`src/rtl/lrd_pkg.sv`:
```
package lrd_pkg;
  localparam int LOC_W = 3;
  localparam int SEL_W = 6;
  localparam int OFF_W = 12;

  typedef struct packed {
    logic             hit;
    logic             isWrite;
    logic             regAcc;
    logic             fifoAcc;
    logic             hashDat;
    logic             hashBeg;
    logic             hashFin;
    logic             idAcc;
    logic             idxAcc;
    logic [2:0]       idByte;
    logic [SEL_W-1:0] sel;
    logic [LOC_W-1:0] loc;
  } decStrb_t;
endpackage

```
`src/rtl/lrd_ctrl.sv`:
```
module lrd_ctrl
  import lrd_pkg::*;
#(
  parameter logic [15:0] WIN_HI    = 16'hFED4,
  parameter int          LOC_COUNT = 5,
  parameter int          HASH_LOC  = 4
) (
  input  logic        legacyMode,
  input  logic [15:0] ioBase,
  input  logic        busValid,
  input  logic        busWrite,
  input  logic [31:0] busAddr,
  input  logic [7:0]  idxVal,
  output decStrb_t    strb
);
  localparam logic [LOC_W-1:0] HASH_L = LOC_W'(HASH_LOC);

  logic [OFF_W-1:0] off;
  logic [LOC_W-1:0] pageLoc;
  logic             inWin;
  logic             idxPort;
  logic             datPort;
  logic [7:0]       idOff;

  assign off     = busAddr[OFF_W-1:0];
  assign pageLoc = busAddr[OFF_W +: LOC_W];
  assign inWin   = (busAddr[31:16] == WIN_HI) && (busAddr[15:12] < 4'(LOC_COUNT));
  assign idxPort = busAddr[15:0] == ioBase;
  assign datPort = busAddr[15:0] == (ioBase + 16'd1);
  assign idOff   = idxVal - 8'h29;

  always_comb begin
    strb         = '0;
    strb.isWrite = busWrite;
    if (!legacyMode) begin
      if (busValid && inWin) begin
        strb.hit = 1'b1;
        strb.loc = pageLoc;
        if (off == 12'h000) begin
          strb.regAcc = 1'b1;
          strb.sel    = '0;
        end else if ((off >= 12'h008 && off <= 12'h00C) ||
                     (off >= 12'h010 && off <= 12'h01A)) begin
          strb.regAcc = 1'b1;
          strb.sel    = off[SEL_W-1:0];
        end else if (off >= 12'h024 && off <= 12'h027) begin
          if (pageLoc == HASH_L) strb.hashDat = 1'b1;
          else                   strb.fifoAcc = 1'b1;
        end else if (off == 12'h020 && pageLoc == HASH_L) begin
          strb.hashFin = 1'b1;
        end else if (off == 12'h028 && pageLoc == HASH_L) begin
          strb.hashBeg = 1'b1;
        end else if (off >= 12'hF00 && off <= 12'hF04) begin
          strb.idAcc  = 1'b1;
          strb.idByte = off[2:0];
        end
      end
    end else begin
      if (busValid && idxPort) begin
        strb.hit    = 1'b1;
        strb.idxAcc = 1'b1;
      end else if (busValid && datPort) begin
        strb.hit = 1'b1;
        if (idxVal <= 8'h04 ||
            (idxVal >= 8'h08 && idxVal <= 8'h0C) ||
            (idxVal >= 8'h10 && idxVal <= 8'h1A)) begin
          strb.regAcc = 1'b1;
          strb.sel    = idxVal[SEL_W-1:0];
        end else if (idxVal >= 8'h24 && idxVal <= 8'h27) begin
          strb.fifoAcc = 1'b1;
        end else if (idxVal >= 8'h29 && idxVal <= 8'h2C) begin
          strb.idAcc  = 1'b1;
          strb.idByte = idOff[2:0];
        end
      end
    end
  end
endmodule

```
`src/rtl/lrd_dpath.sv`:
```
module lrd_dpath
  import lrd_pkg::*;
#(
  parameter logic [31:0] DEVVEN_ID = 32'h0000_104A,
  parameter logic [7:0]  REV_ID    = 8'h4E
) (
  input  logic             clk,
  input  logic             rstN,
  input  decStrb_t         strb,
  input  logic [7:0]       busWdata,
  input  logic [7:0]       regRdata,
  input  logic [7:0]       fifoRdata,
  output logic [7:0]       idxVal,
  output logic [SEL_W-1:0] regSel,
  output logic             regRd,
  output logic             regWr,
  output logic             fifoPush,
  output logic             fifoPop,
  output logic             hashStart,
  output logic             hashEnd,
  output logic             hashData,
  output logic [LOC_W-1:0] strbLoc,
  output logic [7:0]       wrByte,
  output logic             busAck,
  output logic [7:0]       busRdata,
  output logic [LOC_W-1:0] activeLoc
);
  logic       wr;
  logic       rd;
  logic [7:0] idData;
  logic [7:0] rdMux;

  assign wr = strb.hit && strb.isWrite;
  assign rd = strb.hit && !strb.isWrite;

  assign regSel    = strb.sel;
  assign regWr     = wr && strb.regAcc;
  assign regRd     = rd && strb.regAcc;
  assign fifoPush  = wr && strb.fifoAcc;
  assign fifoPop   = rd && strb.fifoAcc;
  assign hashStart = wr && strb.hashBeg;
  assign hashEnd   = wr && strb.hashFin;
  assign hashData  = wr && strb.hashDat;
  assign strbLoc   = strb.loc;
  assign wrByte    = busWdata;

  always_comb begin
    case (strb.idByte)
      3'd0:    idData = DEVVEN_ID[7:0];
      3'd1:    idData = DEVVEN_ID[15:8];
      3'd2:    idData = DEVVEN_ID[23:16];
      3'd3:    idData = DEVVEN_ID[31:24];
      default: idData = REV_ID;
    endcase
  end

  always_comb begin
    if (strb.regAcc)       rdMux = regRdata;
    else if (strb.fifoAcc) rdMux = fifoRdata;
    else if (strb.idAcc)   rdMux = idData;
    else if (strb.idxAcc)  rdMux = idxVal;
    else                   rdMux = 8'hFF;
  end

  always_ff @(posedge clk or negedge rstN) begin
    if (!rstN) begin
      idxVal    <= 8'h00;
      busAck    <= 1'b0;
      busRdata  <= 8'h00;
      activeLoc <= '0;
    end else begin
      busAck <= strb.hit;
      if (rd)       busRdata <= rdMux;
      else          busRdata <= 8'h00;
      if (strb.hit) activeLoc <= strb.loc;
      if (wr && strb.idxAcc) idxVal <= busWdata;
    end
  end
endmodule

```
`src/rtl/loc_reg_decode.sv`:
```
module loc_reg_decode
  import lrd_pkg::*;
#(
  parameter logic [15:0] WIN_HI    = 16'hFED4,
  parameter int          LOC_COUNT = 5,
  parameter int          HASH_LOC  = 4,
  parameter logic [31:0] DEVVEN_ID = 32'h0000_104A,
  parameter logic [7:0]  REV_ID    = 8'h4E
) (
  input  logic        clk,
  input  logic        rstN,
  input  logic        legacyMode,
  input  logic [15:0] ioBase,
  input  logic        busValid,
  input  logic        busWrite,
  input  logic [31:0] busAddr,
  input  logic [7:0]  busWdata,
  output logic        busAck,
  output logic [7:0]  busRdata,
  output logic [5:0]  regSel,
  output logic        regRd,
  output logic        regWr,
  input  logic [7:0]  regRdata,
  output logic        fifoPush,
  output logic        fifoPop,
  input  logic [7:0]  fifoRdata,
  output logic        hashStart,
  output logic        hashEnd,
  output logic        hashData,
  output logic [2:0]  strbLoc,
  output logic [7:0]  wrByte,
  output logic [2:0]  activeLoc
);
  decStrb_t   strb;
  logic [7:0] idxVal;

  lrd_ctrl #(
    .WIN_HI(WIN_HI), .LOC_COUNT(LOC_COUNT), .HASH_LOC(HASH_LOC)
  ) u_ctrl (
    .legacyMode(legacyMode), .ioBase(ioBase), .busValid(busValid),
    .busWrite(busWrite), .busAddr(busAddr), .idxVal(idxVal), .strb(strb)
  );

  lrd_dpath #(
    .DEVVEN_ID(DEVVEN_ID), .REV_ID(REV_ID)
  ) u_dpath (
    .clk(clk), .rstN(rstN), .strb(strb), .busWdata(busWdata),
    .regRdata(regRdata), .fifoRdata(fifoRdata), .idxVal(idxVal),
    .regSel(regSel), .regRd(regRd), .regWr(regWr), .fifoPush(fifoPush),
    .fifoPop(fifoPop), .hashStart(hashStart), .hashEnd(hashEnd),
    .hashData(hashData), .strbLoc(strbLoc), .wrByte(wrByte),
    .busAck(busAck), .busRdata(busRdata), .activeLoc(activeLoc)
  );
endmodule

```
`config.mk`:
```
export PLATFORM = sky130hd
export DESIGN_NAME = loc_reg_decode
export DESIGN_NICKNAME = d
export VERILOG_FILES = /design/src/rtl/lrd_pkg.sv /design/src/rtl/lrd_ctrl.sv /design/src/rtl/lrd_dpath.sv /design/src/rtl/loc_reg_decode.sv
export SDC_FILE = /design/constraint.sdc
export NUM_CORES = 1
export LEC_CHECK = 0
export CORE_MARGIN = 5
export CORE_UTILIZATION = 44
export DETAILED_ROUTE_END_ITERATION = 6
export PLACE_DENSITY = 0.87
export RECOVER_POWER = 25
export SYNTH_ARGS = -nofsm -noshare
export SYNTH_HDL_FRONTEND = slang
export SYNTH_SLANG_ARGS = --single-unit
```
`constraint.sdc`:
```
create_clock -name clk -period 8.06 [get_ports clk]
set_input_delay 1.209 -clock clk [delete_from_list [all_inputs] [get_ports clk]]
set_output_delay 1.209 -clock clk [all_outputs]
set_load 0.01 [all_outputs]
```
==> metrics.md <==
| Metric | Value |
|---|---|
| Synthesized cell area | `2250 sq um` |
| Synth Area per Inst | `8.35 sq um` |
| Final setup violation count | `0` |
| CP endpoint kind | `primary output` |
| Final Cycle Share | `0.730` |
| First-pass GRT wire length | `11100 microns` |
| Most frequent cells in the layout | `110 x clkdlybuf4s50_1, 20 x dfrtp_1, 19 x nor2_1` |
| GR Overflow Total | `0` |
| HP Class | `reg -> reg` |
| Clock transition at the registers of the reported paths | `70 ps` |
| Synth top area share | `0.223` |
| Clock skew | `1.64 ps` |
| Initial antenna violation count | `0` |
| Reg2Reg Depth | `10` |
| Final min period | `5880 ps` |
| DR vias | `2447` |
| Total chip power | `0.000257 W` |
| Number of gates resized after CTS | `0` |
| Vias per inst | `5.72` |
| Pin count of the biggest net entering global routing | `21` |
| Nets | `441` |
| Buffers on Ports | `111` |
| Avg WL per Cell | `16.8 microns` |
| Setup total negative slack | `0 ps` |
| Number of synthesized flops with an enable pin | `0` |
| Diode count | `0` |
| Die W | `81.4 microns` |
| RSZ-0062 raised after global routing | `no` |
| Final WL | `7190 microns` |
| Placed cell areas | `3280 sq um` |
| Die Y | `81.4 microns` |
| CTS buffer count | `3` |
| Hpwl dp | `5990 microns` |
| Layout cells sized above 1 | `0.0838` |
| Synth-to-Final Area Change | `48.0%` |
| Crit-path max FO | `11` |
| Outcome | `finished clean` |
| # Post-CTS Setup Buffers | `0` |
| Mapped Nets | `350` |
| PwrDens | `77.3 nW/um^2` |
| Hold path cells | `2` |
| Worst setup SP type | `primary input` |
| Die area | `6630 sq um` |
| Cell Rows | `26` |
| Max_slew headroom | `0.368` |
| DR DRC count | `0` |
| Clk_lat worst skew | `260 ps` |
| Final Slew Violations | `0` |
| Register area share after synthesis | `0.223` |
| Ports | `113` |
| Commonest non-fill, non-tap cell in the layout | `clkdlybuf4s50_1` |
| Met1 usage | `0.269` |
| Synth area leader | `dfrtp_1` |
| Most Used Layer, Global Route | `met2` |
| Async set-or-reset flop fraction in the synthesized netlist | `1.00` |
| Critical path class | `in -> out` |
| GPL Wtd Cong | `0.918` |
| TritonRoute pass-1 iters | `5` |
| Total of max-cap violations | `0` |
| Reg-to-Reg End | `u_dpath.busRdata[2]$_DFF_PN0_` |
| Hold Path End | `u_dpath.activeLoc[2]$_DFFE_PN0N_` |
| H-Tree Depth | `1` |
| Initial Utilization | `0.445` |
| Clock tree sinks | `20` |
| DRT iter0 DRCs | `159` |
| Maximum clock path buffer count | `2` |
| Total track usage | `0.212` |
| Routing usage on met3 | `0.0406` |
| Post-CTS Hold Fix Bufs | `0` |
| Number of synthesized register bits | `20` |
| HP Start | `u_dpath.activeLoc[2]$_DFFE_PN0N_` |
| Final count of hold timing violations | `0` |
| Mapped Cells | `269` |
| Crit path DAT | `4670 ps` |
| Distinct cells, synth | `59` |
| Vias in the first global route | `2348` |
| WP data required | `6850 ps` |
| CTS Root Cell | `clkbuf_8` |
| CTS tree | `done` |
| Antenna-violating nets left | `0` |
| Fin area | `3320 sq um` |
| Fmax | `0.170 GHz` |
| GRT met2 Usage | `0.374` |
| CORE AREA | `5040 sq um` |
| Worst vdd ir | `0.0578 mV` |
| Ys Warns | `0` |
| Leak pwr | `1.27 nW` |
| R2R Setup Slk | `5430 ps` |
| Largest cells by area after synthesis | `dfrtp_1 22%, buf_4 5.7%, xnor2_1 4.7%` |
| Worst-margin pin slew | `948 ps` |
| Filler cell count in the final layout | `429` |
| Synth Flop Type | `dfrtp_1` |
| Worst r2r src | `u_dpath.idxVal[0]$_DFFE_PN0P_` |
how the worst max path moves through the flow:
stage / cells after the start / from / slack [ps] / to
2_1_floorplan: 10 / ioBase[2] / 3540 / fifoPop
3_3_place_gp: 10 / busAddr[5] / 2240 / fifoPop
3_5_place_dp: 10 / busAddr[5] / 2180 / fifoPop
4_1_cts: 10 / busAddr[5] / 2180 / fifoPop
5_1_grt: 10 / busAddr[5] / 1960 / fifoPop
6_report: 10 / busAddr[5] / 2180 / fifoPop
worst max-delay path: stages:
cell and delay (ps):
clkdlybuf4s50_1 560, xor2_1 240, or4_1 510, nor4_1 310
nand4_1 440, nand2_1 210, a21oi_2 100, or2_0 390
nor2_1 150, clkdlybuf4s50_1 550
where the power goes:
group / switching, W / internal, W
registers: 0.0000000135 / 0.000100
logic: 0.0000407 / 0.0000510
clock network: 0.0000314 / 0.0000333
total: 0.0000722 / 0.000185
state kept, by name (all words and copies together), names as in the netlist:
register,flops
u_dpath.busRdata,8
u_dpath.idxVal,8
u_dpath.activeLoc,3
u_dpath.busAck,1
final cells by class:
type                       count  area [sq um]  share of cell area
tap                           70          87.6              0.0264
clock buffer                   3          41.3              0.0124
timing repair buffer         112          1120               0.337
inverter                      10          37.5              0.0113
multi-input combinational    213          1540               0.463
sequential                    20           500               0.151
per-stage QoR:
stage,instances,hold WS (ps),util,setup WS (ps)
6_report,428,491,0.659,2180
5_1_grt,428,524,0.659,1960
4_1_cts,428,502,0.659,2180
3_5_place_dp,425,474,0.651,2180
3_3_place_gp,425,476,0.651,2240
2_1_floorplan,269,514,-,3540
cell usage after synthesis, drive strengths merged, types with 3 or more instances:
cell     count
buf         24
dfrtp       20
nor2        20
nand2       16
a21oi       14
xnor2       12
xor2        11
inv         10
mux2        10
nand2b      10
nand3       10
nor4         9
o21ai        9
nand4        8
nor2b        8
nor3         8
a211oi       6
a2111oi      5
a22o         5
and3         5
and2         4
and4         4
ha           4
nor4b        3
o2111ai      3
o22ai        3
or2          3
metal layers:
layer  routed length [microns]  vias up
met5                         0        -
met1                      2900     1143
met4                       115        0
met2                      3590      125
met3                       583       20
li1                          -     1159
cell families after synthesis:
family          Yosys count  synth area share
simple gates            117             0.317
compound gates           56             0.192
buf+inv                  36            0.0925
xor+xnor                 23            0.0897
flops                    20             0.223
mux                      12            0.0624
fa+ha+maj                 4            0.0223
other cells               1           0.00167
No activity file was read; power rests on OpenSTA's default activity.
